[config.mk]
export PLATFORM = sky130hd
export DESIGN_NAME = serial_port_wb
export DESIGN_NICKNAME = d
export VERILOG_FILES = /design/src/rtl/sp_wb_pkg.sv /design/src/rtl/sp_tx.sv /design/src/rtl/sp_rx.sv /design/src/rtl/serial_port_wb.sv
export SDC_FILE = /design/constraint.sdc
export NUM_CORES = 1
export LEC_CHECK = 0
export ABC_AREA = 1
export BUFFER_PORTS_ARGS = -buffer_cell sky130_fd_sc_hd__clkbuf_2
export CORE_MARGIN = 5
export CORE_UTILIZATION = 30
export DETAILED_ROUTE_END_ITERATION = 6
export PLACE_DENSITY = 0.53
export SYNTH_ARGS = -nofsm -noshare
export SYNTH_HDL_FRONTEND = slang
export SYNTH_SLANG_ARGS = --single-unit
export TNS_END_PERCENT = 20
[constraint.sdc]
create_clock -name clk -period 1.6 [get_ports clk]
set_input_delay 0.24 -clock clk [delete_from_list [all_inputs] [get_ports clk]]
set_output_delay 0.24 -clock clk [all_outputs]
set_load 0.05 [all_outputs]
[src/rtl/sp_wb_pkg.sv]
package sp_wb_pkg;

  localparam int CHAR_BITS    = 8;
  localparam int FRAME_BITS   = CHAR_BITS + 2;
  localparam int ST_READY_BIT = 0;
  localparam int ST_EMPTY_BIT = 5;
  localparam int DATA_OFFSET  = 0;
  localparam int STAT_OFFSET  = 5;

  typedef enum logic [1:0] {
    RX_IDLE,
    RX_START,
    RX_DATA,
    RX_STOP
  } rx_state_t;

  // Line-status byte: only ready and empty are ever set.
  function automatic logic [7:0] status_byte(input logic ready, input logic empty);
    logic [7:0] s;
    s = '0;
    s[ST_READY_BIT] = ready;
    s[ST_EMPTY_BIT] = empty;
    return s;
  endfunction

  // Shift-out image of a character: start at bit 0, stop at the top.
  function automatic logic [FRAME_BITS-1:0] frame_of(input logic [CHAR_BITS-1:0] d);
    return {1'b1, d, 1'b0};
  endfunction

  // Big-endian lane of a byte offset within a bus word.
  function automatic int lane_of(input int offset, input int lanes);
    return lanes - 1 - (offset % lanes);
  endfunction

  function automatic int word_of(input int offset, input int lanes);
    return offset / lanes;
  endfunction

endpackage

[src/rtl/sp_tx.sv]
module sp_tx
  import sp_wb_pkg::*;
#(
  parameter int CLKS_PER_BIT = 16
) (
  input  logic                 clk,
  input  logic                 rst,
  input  logic                 load,
  input  logic [CHAR_BITS-1:0] din,
  output logic                 txd,
  output logic                 idle
);

  localparam int CW = $clog2(CLKS_PER_BIT + 1);
  localparam int BW = $clog2(FRAME_BITS + 1);

  logic                  busy;
  logic [CW-1:0]         cnt;
  logic [BW-1:0]         bitn;
  logic [FRAME_BITS-1:0] shreg;
  logic                  bit_end;

  assign bit_end = (cnt == CW'(CLKS_PER_BIT - 1));

  always_ff @(posedge clk) begin
    if (rst) begin
      busy  <= 1'b0;
      cnt   <= '0;
      bitn  <= '0;
      shreg <= '1;
    end else if (!busy) begin
      if (load) begin
        shreg <= frame_of(din);
        busy  <= 1'b1;
        cnt   <= '0;
        bitn  <= '0;
      end
    end else if (bit_end) begin
      cnt   <= '0;
      shreg <= {1'b1, shreg[FRAME_BITS-1:1]};
      if (bitn == BW'(FRAME_BITS - 1)) begin
        busy <= 1'b0;
      end else begin
        bitn <= bitn + 1'b1;
      end
    end else begin
      cnt <= cnt + 1'b1;
    end
  end

  assign txd  = busy ? shreg[0] : 1'b1;
  assign idle = !busy;

endmodule

[src/rtl/sp_rx.sv]
module sp_rx
  import sp_wb_pkg::*;
#(
  parameter int CLKS_PER_BIT = 16
) (
  input  logic                 clk,
  input  logic                 rst,
  input  logic                 rxd,
  output logic                 done,
  output logic [CHAR_BITS-1:0] data
);

  localparam int CW   = $clog2(CLKS_PER_BIT + 1);
  localparam int HALF = CLKS_PER_BIT / 2;
  localparam int BW   = $clog2(CHAR_BITS + 1);

  rx_state_t            st;
  logic [1:0]           sync;
  logic                 line;
  logic [CW-1:0]        cnt;
  logic [BW-1:0]        bitn;
  logic [CHAR_BITS-1:0] shreg;
  logic                 bit_end;

  assign line    = sync[1];
  assign bit_end = (cnt == CW'(CLKS_PER_BIT - 1));

  always_ff @(posedge clk) begin
    if (rst) begin
      sync  <= 2'b11;
      st    <= RX_IDLE;
      cnt   <= '0;
      bitn  <= '0;
      shreg <= '0;
      done  <= 1'b0;
      data  <= '0;
    end else begin
      sync <= {sync[0], rxd};
      done <= 1'b0;
      unique case (st)
        RX_IDLE: begin
          cnt <= '0;
          if (!line) st <= RX_START;
        end
        RX_START: begin
          if (cnt == CW'(HALF - 1)) begin
            cnt  <= '0;
            bitn <= '0;
            st   <= line ? RX_IDLE : RX_DATA;
          end else begin
            cnt <= cnt + 1'b1;
          end
        end
        RX_DATA: begin
          if (bit_end) begin
            cnt   <= '0;
            shreg <= {line, shreg[CHAR_BITS-1:1]};
            bitn  <= bitn + 1'b1;
            if (bitn == BW'(CHAR_BITS - 1)) st <= RX_STOP;
          end else begin
            cnt <= cnt + 1'b1;
          end
        end
        RX_STOP: begin
          if (bit_end) begin
            cnt <= '0;
            st  <= RX_IDLE;
            if (line) begin
              done <= 1'b1;
              data <= shreg;
            end
          end else begin
            cnt <= cnt + 1'b1;
          end
        end
        default: st <= RX_IDLE;
      endcase
    end
  end

endmodule

[src/rtl/serial_port_wb.sv]
module serial_port_wb
  import sp_wb_pkg::*;
#(
  parameter int ADR_W        = 8,
  parameter int DAT_W        = 32,
  parameter int CLKS_PER_BIT = 16
) (
  input  logic               clk,
  input  logic               rst,
  input  logic               wb_cyc_i,
  input  logic               wb_stb_i,
  input  logic               wb_we_i,
  input  logic [ADR_W-1:0]   wb_adr_i,
  input  logic [DAT_W/8-1:0] wb_sel_i,
  input  logic [DAT_W-1:0]   wb_dat_i,
  output logic [DAT_W-1:0]   wb_dat_o,
  output logic               wb_ack_o,
  output logic               txd_o,
  input  logic               rxd_i
);

  localparam int LANES     = DAT_W / 8;
  localparam int ADR_LSB   = $clog2(LANES);
  localparam int WORD_W    = ADR_W - ADR_LSB;
  localparam int DATA_LANE = lane_of(DATA_OFFSET, LANES);
  localparam int STAT_LANE = lane_of(STAT_OFFSET, LANES);
  localparam int DATA_WORD = word_of(DATA_OFFSET, LANES);
  localparam int STAT_WORD = word_of(STAT_OFFSET, LANES);

  // Named internal events, also observed by the bound checker.
  logic                 accept;
  logic                 at_data;
  logic                 at_stat;
  logic                 tx_wr;
  logic                 tx_load;
  logic                 rx_rd;
  logic                 stat_rd;
  logic                 tx_empty;
  logic                 rx_done;
  logic                 rx_full;
  logic [CHAR_BITS-1:0] rx_byte;
  logic [WORD_W-1:0]    word;

  assign word    = wb_adr_i[ADR_W-1:ADR_LSB];
  assign accept  = wb_cyc_i && wb_stb_i && !wb_ack_o;
  assign at_data = (word == WORD_W'(DATA_WORD));
  assign at_stat = (word == WORD_W'(STAT_WORD));
  assign tx_wr   = accept && wb_we_i && at_data && wb_sel_i[DATA_LANE];
  assign tx_load = tx_wr && tx_empty;
  assign rx_rd   = accept && !wb_we_i && at_data && wb_sel_i[DATA_LANE];
  assign stat_rd = accept && !wb_we_i && at_stat;

  sp_tx #(.CLKS_PER_BIT(CLKS_PER_BIT)) u_tx (
    .clk  (clk),
    .rst  (rst),
    .load (tx_load),
    .din  (wb_dat_i[DATA_LANE*8 +: 8]),
    .txd  (txd_o),
    .idle (tx_empty)
  );

  sp_rx #(.CLKS_PER_BIT(CLKS_PER_BIT)) u_rx (
    .clk  (clk),
    .rst  (rst),
    .rxd  (rxd_i),
    .done (rx_done),
    .data (rx_byte)
  );

  // Data-ready flag: a finished character wins over a clearing read.
  always_ff @(posedge clk) begin
    if (rst) begin
      rx_full <= 1'b0;
    end else if (rx_done) begin
      rx_full <= 1'b1;
    end else if (rx_rd) begin
      rx_full <= 1'b0;
    end
  end

  always_ff @(posedge clk) begin
    if (rst) begin
      wb_ack_o <= 1'b0;
      wb_dat_o <= '0;
    end else begin
      wb_ack_o <= accept;
      wb_dat_o <= '0;
      if (accept && !wb_we_i) begin
        if (at_data) wb_dat_o[DATA_LANE*8 +: 8] <= rx_byte;
        if (at_stat) wb_dat_o[STAT_LANE*8 +: 8] <= status_byte(rx_full, tx_empty);
      end
    end
  end

endmodule

==> reports/qor.txt <==
Netlist Area Pre-Place = 0.00279 mm²
Synth cell types = 34
GR Overflow Total = 0
max_cap viols = 0
Root Driver = clkbuf_8
via/cell ratio = 4.25
Crit. End Element = output port
Mean Syn Cell Area = 7.77 µm²
Clock Power Share = 46.1%
top post-synthesis cells by count = nand2_1, dfxtp_1, nor2_1
Sw Ratio = 25.7%
max-slew violations = 0
EDFF count, synth = 0
CTS buffer count = 9
Starting Density = 30.5%
CTS tree = done
fin area = 0.00338 mm²
largest net degree at the start of global routing = 19
fin crit share = 96.2%
post-route setup TNS = 0 ns
asr flop ratio synth = 0%
hold slack final = 0.0827 ns
Sink Count = 61
TritonRoute pass-1 iters = 4
P_int = 2.90 mW
unrepaired setup endpoints after global routing = true
DR iter-0 viols = 87
Worst path max stage delay = 0.42 ns
# setup viols final = 0
top-count cell post-synth = nand2_1
setup repair bufs after CTS = 0
Placeable Area = 0.00915 mm²
DP Area = 0.00308 mm²
gpl congestion = 0.761
Switch Pwr = 1.01 mW
slowest stage cell, crit path = dfxtp_4
final core utilization = 37.0%
htree depth = 3
setup ws final = 0.0610 ns
logic gate share of total power = 13.9%
clk_lat worst skew = 0.34 ns
number of diodes = 0
post-route insts no fill = 523
Worst R2R End = u_rx.shreg[4]$_SDFFE_PP0P_
Critical Path AT = 1.30 ns
reg-to-reg startpoint = u_rx.cnt[0]$_SDFF_PP0_
number of nets in the layout = 468
initial antenna violation count = 0
Rows = 35
wire length per cell = 10.1 µm
Worst R2R Path Depth = 8
Hold Path Class = in -> reg
total track usage = 10.1%
share of layout cells above drive strength 1 = 22.8%
CP Class = reg -> out
Crit path required time = 1.36 ns
final hold vios = 0
placed cell count = 507
synthesized instance count = 359
Primary FF master, synth = dfxtp_1
total power = 3.91 mW
Area Overhead vs Synth = 21.3%
Tmin final = 1.54 ns
pre-CTS worst setup slack = 0.0650 ns
Synth area leader = dfxtp_1
clock-pin transition on the worst setup and hold timing paths = 0.07 ns
achievable frequency = 650 MHz
Seq pwr share = 40.0%
crit path to = txd_o
final wirelength = 5300 µm
Pleak = 1.46 nW
via total after detailed routing = 2,221
skew final = 0.00796 ns
Die ar. = 0.0113 mm²
VDD IR max = 533 µV
DPL Wire Length = 3760 µm
Ys Warns = 0
Critical path origin = u_tx.busy$_SDFF_PP0_
critical path, cell by cell = inv_8 -> or2_2 -> buf_8
P per Cell Area = 1150 mW/mm²
CTS max path bufs = 2
remaining antenna violation count = 0
outcome = finished clean
register bit count reported by yosys = 61
number of I/O port buffers = 32
Worst Min Path Start = rxd_i
Die Width = 106 µm
sequential share of the synthesized area = 43.8%
number of global-route vias before repair = 2,060
die height = 106 µm
CP Max Fanout = 16
Worst setup SP type = flip-flop
I/O pins = 84
first-pass GRT wire length = 9190 µm
R2R Setup Slk = 0.11 ns
post-route DRC violation count = 0
largest cells by area after synthesis = dfxtp_1, nand2_1, nor2_1, buf_4, ha_1
share of the synthesized area in the top cell type = 43.8%
[layout by cell type (no fill, tap or decap), types with 14 or more instances in the layout]
cell type and n:
o21ai_0 22, dfxtp_1 59, a21oi_1 24, nor2_1 45, conb_1 22, buf_4 14
inv_1 26, nand3_1 26, clkbuf_2 31, nand2_1 68
[worst max-delay path, delay by kind of cell (launching register included)]
family,cells,cell delay [ns]
DFF,1,0.42
and+or+nand+nor,1,0.30
buffers and inverters,2,0.24
[metal layers]
metal | GRT usage, % | wire (µm) | vias to the layer above
met2 | 14.7 | 2180 | 44
met5 | 0 | 0 | -
met4 | 5.48 | 123 | 0
li1 | - | - | 1198
met1 | 13.2 | 2690 | 970
met3 | 3.46 | 302 | 9
[worst min-delay path by stage]
stage	end	slack, ns	cells after the start
finish	u_rx.sync[0]$_SDFF_PP1_	0.08	2
global route	u_rx.sync[0]$_SDFF_PP1_	0.05	2
CTS	u_rx.sync[0]$_SDFF_PP1_	0.06	2
detailed placement	u_rx.sync[1]$_SDFF_PP1_	0.40	1
global placement	u_rx.sync[1]$_SDFF_PP1_	0.40	1
floorplan	u_tx.bitn[1]$_SDFFE_PP0P_	0.31	1
[sequential cells by signal, summed over array words and instances, names as in the netlist, named ones only]
| name | flops |
|---|---|
| wb_dat_o | 10 |
| u_tx.shreg | 9 |
| u_rx.data | 8 |
| u_rx.shreg | 8 |
| u_rx.cnt | 5 |
| u_tx.cnt | 5 |
| u_rx.bitn | 4 |
| u_tx.bitn | 4 |
| u_rx.sync | 2 |
| rx_full | 1 |
| u_rx.done | 1 |
| u_rx.st | 1 |
| u_tx.busy | 1 |
| wb_ack_o | 1 |
[logic make-up (layout without fill, tap and decap cells)]
| family | after synthesis | after routing | share of synthesized area [%] |
|---|---|---|---|
| AO/OA/AOI/OAI | 49 | 49 | 9.01 |
| XOR/XNOR | 5 | 5 | 1.57 |
| adder cells (fa/ha/maj) | 11 | 11 | 4.93 |
| buffers and inverters | 60 | 92 | 11.7 |
| flip-flops | 61 | 61 | 43.8 |
| other | 1 | 22 | 0.134 |
| AND/OR/NAND/NOR | 172 | 172 | 28.8 |
[timing repair]
| action | in CTS | in global routing |
|---|---|---|
| resized for setup | 5 | 11 |
| hold buffers | 0 | 0 |
| endpoints found under the setup margin | 1 | 15 |
| pin swaps | 0 | 1 |
[power by group through the flow]
stage | combinational, mW | clock [mW] | sequential (mW)
6_report | 0.544 | 1.80 | 1.56
3_3_place_gp | 0.536 | 0 | 1.59
2_1_floorplan | 0.447 | 0 | 1.60
4_1_cts | 0.540 | 1.86 | 1.56
3_5_place_dp | 0.539 | 0 | 1.59
5_1_grt | 0.610 | 1.93 | 1.57
[final cells by class]
class | count | area, µm²
tap | 111 | 139
sequential | 61 | 1230
clock buffer | 9 | 124
fill | 946 | 5770
inverter | 29 | 118
multi-input combinational | 259 | 1350
timing repair buffer | 47 | 295
clock inverter | 7 | 138
(Power assumes the default switching activity.)
